## src/rtl/emb_tmr_pkg.sv

```systemverilog
`timescale 1ns/1ps
package emb_tmr_pkg;

   localparam int DATA_W = 32;

   // register select codes shared by the write and read ports
   typedef enum logic [1:0] {
      SEL_CTL = 2'd0,
      SEL_STS = 2'd1,
      SEL_PIT = 2'd2,
      SEL_TB  = 2'd3
   } reg_sel_e;

   // control field positions (low bit of multi-bit fields)
   localparam int C_WDT_PER = 30;
   localparam int C_WDT_RST = 28;
   localparam int C_WDT_IE  = 27;
   localparam int C_PIT_EN  = 26;
   localparam int C_FIT_PER = 24;
   localparam int C_FIT_IE  = 23;
   localparam int C_PIT_AR  = 22;

   // status field positions
   localparam int S_WDT_TOP = 31;
   localparam int S_PIT     = 27;
   localparam int S_FIT     = 26;

   localparam logic [DATA_W-1:0] CTL_KEEP = 32'hFFC0_0000;
   localparam logic [DATA_W-1:0] STS_W1C  = 32'hFC00_0000;

   typedef enum logic [1:0] {
      WRST_NONE = 2'd0,
      WRST_CORE = 2'd1,
      WRST_CHIP = 2'd2,
      WRST_SYS  = 2'd3
   } wdt_rst_e;

endpackage

```

## src/rtl/emb_tmr_timebase.sv

```systemverilog
`timescale 1ns/1ps
module emb_tmr_timebase #(
   parameter int TB_W      = 32,
   parameter int FIT_BASE  = 9,
   parameter int WDT_BASE  = 17,
   parameter int TAP_STEP  = 4
) (
   input  logic            clk,
   input  logic            rst_n,
   input  logic            tick,
   input  logic [1:0]      fit_sel,
   input  logic [1:0]      wdt_sel,
   output logic [TB_W-1:0] tb_q,
   output logic            fit_fire,
   output logic            wdt_fire
);

   localparam int NTAP  = 2;
   localparam int IDX_W = $clog2(TB_W);
   localparam logic [TB_W-1:0] ONE = TB_W'(1);

   // elaboration-time parameter checks
   if (FIT_BASE < 1 || WDT_BASE < 1) begin : g_bad_base
      $error("emb_tmr_timebase: tap bases must be at least 1");
   end
   if (TAP_STEP < 1) begin : g_bad_step
      $error("emb_tmr_timebase: TAP_STEP must be at least 1");
   end
   if (FIT_BASE + 3*TAP_STEP >= TB_W || WDT_BASE + 3*TAP_STEP >= TB_W) begin : g_bad_width
      $error("emb_tmr_timebase: highest tap exceeds timebase width");
   end

   logic [TB_W-1:0] tb_nxt;
   logic [NTAP-1:0] fire;

   assign tb_nxt = tb_q + ONE;

   always_ff @(posedge clk or negedge rst_n) begin
      if (!rst_n)
         tb_q <= '0;
      else if (tick)
         tb_q <= tb_nxt;
   end

   // one rising-bit detector per tapped timer
   for (genvar g = 0; g < NTAP; g++) begin : g_tap
      localparam int BASE = (g == 0) ? FIT_BASE : WDT_BASE;
      logic [1:0]       sel;
      logic [IDX_W-1:0] idx;
      assign sel  = (g == 0) ? fit_sel : wdt_sel;
      assign idx  = IDX_W'(BASE + TAP_STEP * int'(sel));
      assign fire[g] = tick & ~tb_q[idx] & tb_nxt[idx];
   end

   assign fit_fire = fire[0];
   assign wdt_fire = fire[1];

endmodule

```

## src/rtl/emb_tmr_pit.sv

```systemverilog
`timescale 1ns/1ps
module emb_tmr_pit #(
   parameter int PIT_W = 32
) (
   input  logic             clk,
   input  logic             rst_n,
   input  logic             tick,
   input  logic             load,
   input  logic [PIT_W-1:0] load_val,
   input  logic             run_en,
   input  logic             auto_rl,
   output logic [PIT_W-1:0] count,
   output logic             running,
   output logic             expire
);

   localparam logic [PIT_W-1:0] ONE = PIT_W'(1);

   if (PIT_W < 2) begin : g_bad_w
      $error("emb_tmr_pit: PIT_W must be at least 2");
   end

   logic [PIT_W-1:0] rel_q;
   logic [PIT_W-1:0] cnt_q;
   logic             armed_q;

   assign running = armed_q & run_en & (rel_q > ONE);
   assign expire  = tick & running & (cnt_q <= ONE) & ~load;
   assign count   = cnt_q;

   always_ff @(posedge clk or negedge rst_n) begin
      if (!rst_n) begin
         rel_q   <= '0;
         cnt_q   <= '0;
         armed_q <= 1'b0;
      end else if (load) begin
         rel_q   <= load_val;
         cnt_q   <= load_val;
         armed_q <= 1'b1;
      end else if (expire) begin
         if (auto_rl) begin
            cnt_q <= rel_q;
         end else begin
            cnt_q   <= '0;
            armed_q <= 1'b0;
         end
      end else if (tick && running) begin
         cnt_q <= cnt_q - ONE;
      end
   end

endmodule

```

## src/rtl/emb_tmr_wdt.sv

```systemverilog
`timescale 1ns/1ps
module emb_tmr_wdt
   import emb_tmr_pkg::*;
(
   input  logic       clk,
   input  logic       rst_n,
   input  logic       fire,
   input  logic [1:0] rst_kind,
   input  logic [3:0] clr,
   output logic [3:0] stat,
   output logic       rst_core,
   output logic       rst_chip,
   output logic       rst_sys
);

   localparam int NKIND = 3;

   logic       armed_q;
   logic       irq_q;
   logic [1:0] last_q;
   logic       final_stage;
   logic [NKIND-1:0] req_q;

   assign final_stage = fire & armed_q & irq_q;

   always_ff @(posedge clk or negedge rst_n) begin
      if (!rst_n) begin
         armed_q <= 1'b0;
         irq_q   <= 1'b0;
         last_q  <= 2'b00;
      end else begin
         armed_q <= (armed_q & ~clr[3]) | (fire & ~armed_q);
         irq_q   <= (irq_q & ~clr[2]) | (fire & armed_q & ~irq_q);
         if (final_stage)
            last_q <= rst_kind;
         else
            last_q <= last_q & ~clr[1:0];
      end
   end

   // one registered request per non-zero reset kind
   for (genvar k = 0; k < NKIND; k++) begin : g_req
      always_ff @(posedge clk or negedge rst_n) begin
         if (!rst_n)
            req_q[k] <= 1'b0;
         else
            req_q[k] <= final_stage && (rst_kind == 2'(k + 1));
      end
   end

   assign stat     = {armed_q, irq_q, last_q};
   assign rst_core = req_q[int'(WRST_CORE) - 1];
   assign rst_chip = req_q[int'(WRST_CHIP) - 1];
   assign rst_sys  = req_q[int'(WRST_SYS) - 1];

endmodule

```

## src/rtl/emb_tmr_unit.sv

```systemverilog
`timescale 1ns/1ps
module emb_tmr_unit
   import emb_tmr_pkg::*;
#(
   parameter int TB_W     = 32,
   parameter int PIT_W    = 32,
   parameter int FIT_BASE = 9,
   parameter int WDT_BASE = 17,
   parameter int TAP_STEP = 4
) (
   input  logic        clk,
   input  logic        rst_n,
   input  logic        tb_tick,
   input  logic        wr_en,
   input  logic [1:0]  wr_sel,
   input  logic [31:0] wr_data,
   input  logic [1:0]  rd_sel,
   output logic [31:0] rd_data,
   output logic        irq_pit,
   output logic        irq_fit,
   output logic        irq_wdt,
   output logic        rst_core_req,
   output logic        rst_chip_req,
   output logic        rst_sys_req
);

   if (PIT_W > DATA_W) begin : g_bad_pit
      $error("emb_tmr_unit: PIT_W must not exceed the data width");
   end
   if (TB_W < DATA_W) begin : g_bad_tb
      $error("emb_tmr_unit: TB_W must be at least the data width");
   end

   logic              wr_ctl, wr_sts, wr_rel;
   logic [DATA_W-1:0] ctl_q;
   logic [DATA_W-1:0] clr_v;
   logic [DATA_W-1:0] sts_v;
   logic              fit_sts_q, pit_sts_q;
   logic [TB_W-1:0]   tb_q;
   logic              fit_fire, wdt_fire;
   logic [PIT_W-1:0]  pit_cnt;
   logic              pit_run, pit_expire;
   logic [3:0]        wdt_stat;
   logic [DATA_W-1:0] tb_rd, pit_rd;

   assign wr_ctl = wr_en && (reg_sel_e'(wr_sel) == SEL_CTL);
   assign wr_sts = wr_en && (reg_sel_e'(wr_sel) == SEL_STS);
   assign wr_rel = wr_en && (reg_sel_e'(wr_sel) == SEL_PIT);
   assign clr_v  = wr_sts ? (wr_data & STS_W1C) : '0;

   always_ff @(posedge clk or negedge rst_n) begin
      if (!rst_n)
         ctl_q <= '0;
      else if (wr_ctl)
         ctl_q <= wr_data & CTL_KEEP;
   end

   // event flags: a same-edge hardware set wins over a software clear
   always_ff @(posedge clk or negedge rst_n) begin
      if (!rst_n) begin
         fit_sts_q <= 1'b0;
         pit_sts_q <= 1'b0;
      end else begin
         fit_sts_q <= (fit_sts_q & ~clr_v[S_FIT]) | fit_fire;
         pit_sts_q <= (pit_sts_q & ~clr_v[S_PIT]) | pit_expire;
      end
   end

   emb_tmr_timebase #(
      .TB_W     (TB_W),
      .FIT_BASE (FIT_BASE),
      .WDT_BASE (WDT_BASE),
      .TAP_STEP (TAP_STEP)
   ) u_tb (
      .clk      (clk),
      .rst_n    (rst_n),
      .tick     (tb_tick),
      .fit_sel  (ctl_q[C_FIT_PER +: 2]),
      .wdt_sel  (ctl_q[C_WDT_PER +: 2]),
      .tb_q     (tb_q),
      .fit_fire (fit_fire),
      .wdt_fire (wdt_fire)
   );

   emb_tmr_pit #(
      .PIT_W (PIT_W)
   ) u_pit (
      .clk      (clk),
      .rst_n    (rst_n),
      .tick     (tb_tick),
      .load     (wr_rel),
      .load_val (wr_data[PIT_W-1:0]),
      .run_en   (ctl_q[C_PIT_EN]),
      .auto_rl  (ctl_q[C_PIT_AR]),
      .count    (pit_cnt),
      .running  (pit_run),
      .expire   (pit_expire)
   );

   emb_tmr_wdt u_wdt (
      .clk      (clk),
      .rst_n    (rst_n),
      .fire     (wdt_fire),
      .rst_kind (ctl_q[C_WDT_RST +: 2]),
      .clr      (clr_v[S_WDT_TOP -: 4]),
      .stat     (wdt_stat),
      .rst_core (rst_core_req),
      .rst_chip (rst_chip_req),
      .rst_sys  (rst_sys_req)
   );

   assign sts_v = {wdt_stat, pit_sts_q, fit_sts_q, 26'd0};

   // read-back widening chosen by parameters
   if (TB_W > DATA_W) begin : g_tb_cut
      assign tb_rd = tb_q[DATA_W-1:0];
   end else begin : g_tb_full
      assign tb_rd = tb_q;
   end

   if (PIT_W < DATA_W) begin : g_pit_pad
      assign pit_rd = {{(DATA_W-PIT_W){1'b0}}, pit_cnt};
   end else begin : g_pit_full
      assign pit_rd = pit_cnt;
   end

   always_comb begin
      case (reg_sel_e'(rd_sel))
         SEL_CTL: rd_data = ctl_q;
         SEL_STS: rd_data = sts_v;
         SEL_PIT: rd_data = pit_rd;
         default: rd_data = tb_rd;
      endcase
   end

   assign irq_fit = fit_sts_q & ctl_q[C_FIT_IE];
   assign irq_pit = pit_sts_q & ctl_q[C_PIT_EN];
   assign irq_wdt = wdt_stat[2] & ctl_q[C_WDT_IE];

endmodule

```

## config.mk

```make
export PLATFORM = sky130hd
export DESIGN_NAME = emb_tmr_unit
export DESIGN_NICKNAME = d
export VERILOG_FILES = /design/src/rtl/emb_tmr_pkg.sv /design/src/rtl/emb_tmr_timebase.sv /design/src/rtl/emb_tmr_pit.sv /design/src/rtl/emb_tmr_wdt.sv /design/src/rtl/emb_tmr_unit.sv
export SDC_FILE = /design/constraint.sdc
export NUM_CORES = 1
export LEC_CHECK = 0
export BUFFER_PORTS_ARGS = -buffer_cell sky130_fd_sc_hd__buf_2
export CORE_ASPECT_RATIO = 0.7
export CORE_MARGIN = 2
export CORE_UTILIZATION = 64
export CTS_CLUSTER_DIAMETER = 100
export CTS_CLUSTER_SIZE = 8
export DETAILED_ROUTE_END_ITERATION = 7
export PLACE_DENSITY = 0.89
export SLEW_MARGIN = 5
export SYNTH_ARGS = -nofsm -noshare
export SYNTH_HDL_FRONTEND = slang
export SYNTH_HIERARCHICAL = 1
export SYNTH_SLANG_ARGS = --single-unit
export TNS_END_PERCENT = 20
```

## constraint.sdc

```tcl
create_clock -name clk -period 8.85 [get_ports clk]
set_clock_uncertainty 0.15 [all_clocks]
set_input_delay 0.4425 -clock clk [delete_from_list [all_inputs] [get_ports clk]]
set_output_delay 0.4425 -clock clk [all_outputs]
set_load 0.02 [all_outputs]
```

==> qor.tcl <==
set qor(outcome) {finished, violations left}
set qor(violations) {negative hold slack}
set qor(routedWlPerCell_um) 23.29
set qor(netlist_instances) 718
set qor(ant_nets) 0
set qor(gpl.final_weighted_congestion) 0.9477
set qor(num_antenna_cells) 0
set qor(drt_pass1_iterations) 6
set qor(final.setup.tns_ps) 0
set qor(worst_path_dominant_cell_family) {simple AND/OR/NAND/NOR gates}
set qor(flow.area_growth_from_synthesis_pct) 13.59
set qor(period_share_pct) 44.26
set qor(syn_avg_cell_area_um2) 9.760
set qor(worst-endpoint-arrival_ps) 4090
set qor(most_common_cell_after_layout_fill_and_taps_aside) {sky130_fd_sc_hd__dfrtp_1}
set qor(tritoncts.num_buffers) 17
set qor(rows) 31
set qor(final_layout_size_suffix_gt1_share_pct) 23.28
set qor(clk_latency_ps) 420
set qor(post-dp-hpwl_mm) 14.70
set qor(htreeDepth) 4
set qor(cts-root-to-sink-buffers) 2
set qor(synthesis.yosys.warnings) 6
set qor(globalRoute.totalOverflow) 0
set qor(grt_setup_unrepaired) {no}
set qor(cts_setup_buffers) 0
set qor(tritoncts) {done}
set qor(hold_viol) 8
set qor(master_cell_of_the_clock_root_buffer) {sky130_fd_sc_hd__clkbuf_16}
set qor(maxCapViolCount) 0
set qor(cts_repair_resize_count) 0
set qor(static-leakage-power_nw) 3.432
set qor(placeableCoreArea_um2) 10510
set qor(finalHoldWorstSlack_ps) -20.35
set qor(via_per_inst) 7.036
set qor(io_pins) 78
set qor(cts.sink_count) 116
set qor(fin_crit_ps) 3917
set qor(globalRouteTotalUtil_pct) 38.61
set qor(fin_util_pct) 75.73
set qor(drc) 0
set qor(crit_path_start) {u_pit/count[7]$_DFFE_PN0P_}
set qor(powerDensity_nw_per_um2) 237.3
set qor(slew_headroom_pct) 30.27
set qor(drv_slew) 0
set qor(timing.fmax_mhz) 255.3
set qor(largest_net_degree_at_the_start_of_global_routing) 80
set qor(worst_setup_path_start_kind) {flop}
set qor(timing.critical_path.fanout_max) 26
set qor(hold_buffers) 0
set qor(worst_pin_slew_ps) 1036
set qor(critPathBufInv) 1
set qor(critical_register_to_register_path_startpoint) {u_pit/count[7]$_DFFE_PN0P_}
set qor(crit_path_end_kind) {flop}
set qor(netlist_area_um2) 7008
set qor(critical-path-slowest-cell) {sky130_fd_sc_hd__and4_1}
set qor(io_buffer_count) 77
set qor(start_util_pct) 66.67
set qor(die_w_um) 129.1
set qor(dieHeight_um) 91.55
set qor(finish.net_count) 817
set qor(crit-reg2reg-capture) {u_pit/count[14]$_DFFE_PN0P_}
set qor(number_of_antenna_violations_at_the_first_check_in_global_routing) 0
set qor(report.final.setup_viol) 0
set qor(drt_first_iter_violations) 977
set qor(routed_wl_mm) 21.75
set qor(ff2ff_setup_slack_ps) 4930
set qor(worstPathCellList) {or4_1 -> nor4_4 -> and3_1 -> buf_4 -> and4_1 -> a2111oi_0 -> nor3_2}
set qor(irDropWorstVdd_uv) 161.2
set qor(worst-r2r-cell-count) 7
set qor(via_count) 6572
set qor(synth_fp_nets) 761
set qor(type_of_the_most_critical_hold_path) {input port to async pin}
set qor(crit_path_max_incr_delay_ps) 870
set qor(clkSlewWorstSetupHoldPaths_ps) 60
set qor(cp.required_ps) 9020
set qor(fill_cells) 730
set qor(fp.dieArea_um2) 11820
set qor(global_route_wire_length_before_repair_mm) 34.87
set qor(top_library_cells_by_usage_in_the_layout_fill_and_taps_aside) {sky130_fd_sc_hd__dfrtp_1, sky130_fd_sc_hd__buf_2, sky130_fd_sc_hd__nand2_1}
set qor(critical_path_class) {flop to flop}
set qor(vias_in_the_first_global_route) 6346
## per-layer routing
metal | share of wire (%) | up-vias | routed length, µm | track usage, %
li1 | - | 2783 | - | -
met1 | 41 | 3167 | 8887 | 55.56
met2 | 43 | 543 | 9432 | 55.51
met3 | 13 | 79 | 2723 | 10.14
met4 | 3.3 | 0 | 708 | 15.49
met5 | 0 | - | 0 | 0
## state kept, by name, indices dropped and copies added, names as in the netlist, 2 cells and up
register	count
u_wdt/last_q	2
ctl_q	10
u_pit/rel_q	32
u_pit/count	32
u_tb/tb_q	32
## layout make-up
type / count / area (µm²) / area share [%]
tap: 148 / 185.2 / 2.326
sequential: 116 / 2903 / 36.47
timing repair buffer: 84 / 440.4 / 5.533
clock inverter: 10 / 132.6 / 1.666
inverter: 35 / 131.4 / 1.650
clock buffer: 21 / 450.4 / 5.659
multi-input combinational: 520 / 3717 / 46.70
## where the power goes
group	switching (mW)	internal (mW)
Combinational	0.234	0.174
Clock	0.244	0.446
Sequential	0.163	0.629
Total	0.641	1.25
## metrics by stage
step	hold slack, ps	power [mW]	setup slack [ps]	instances	cell area [µm²]
detailed placement	307.9	1.182	5161	903	7377
CTS	13.14	1.875	5107	934	7960
floorplan	-3.091	1.026	6057	718	7008
global placement	309.5	1.162	5261	903	7377
global route	48.96	1.962	4780	934	7960
finish	-20.35	1.889	4933	934	7960
## worst max path at each step
stage,to,slack (ps),cells after the start
final,u_pit/count[14]$_DFFE_PN0P_,4930,7
after global routing,u_pit/count[14]$_DFFE_PN0P_,4780,7
after CTS,u_pit/count[14]$_DFFE_PN0P_,5110,7
after detailed placement,u_pit/count[6]$_DFFE_PN0P_,5160,7
after global placement,u_pit/count[2]$_DFFE_PN0P_,5260,7
after floorplan,u_wdt/last_q[1]$_DFF_PN0_,6060,9
## worst register-to-register path, cell delays in order, from the launching register on
cell	delay, ps
sky130_fd_sc_hd__dfrtp_1	450
sky130_fd_sc_hd__or4_1	720
sky130_fd_sc_hd__nor4_4	390
sky130_fd_sc_hd__and3_1	380
sky130_fd_sc_hd__buf_4	360
sky130_fd_sc_hd__and4_1	880
sky130_fd_sc_hd__a2111oi_0	320
sky130_fd_sc_hd__nor3_2	190
Power figures use the tool's default switching activity.
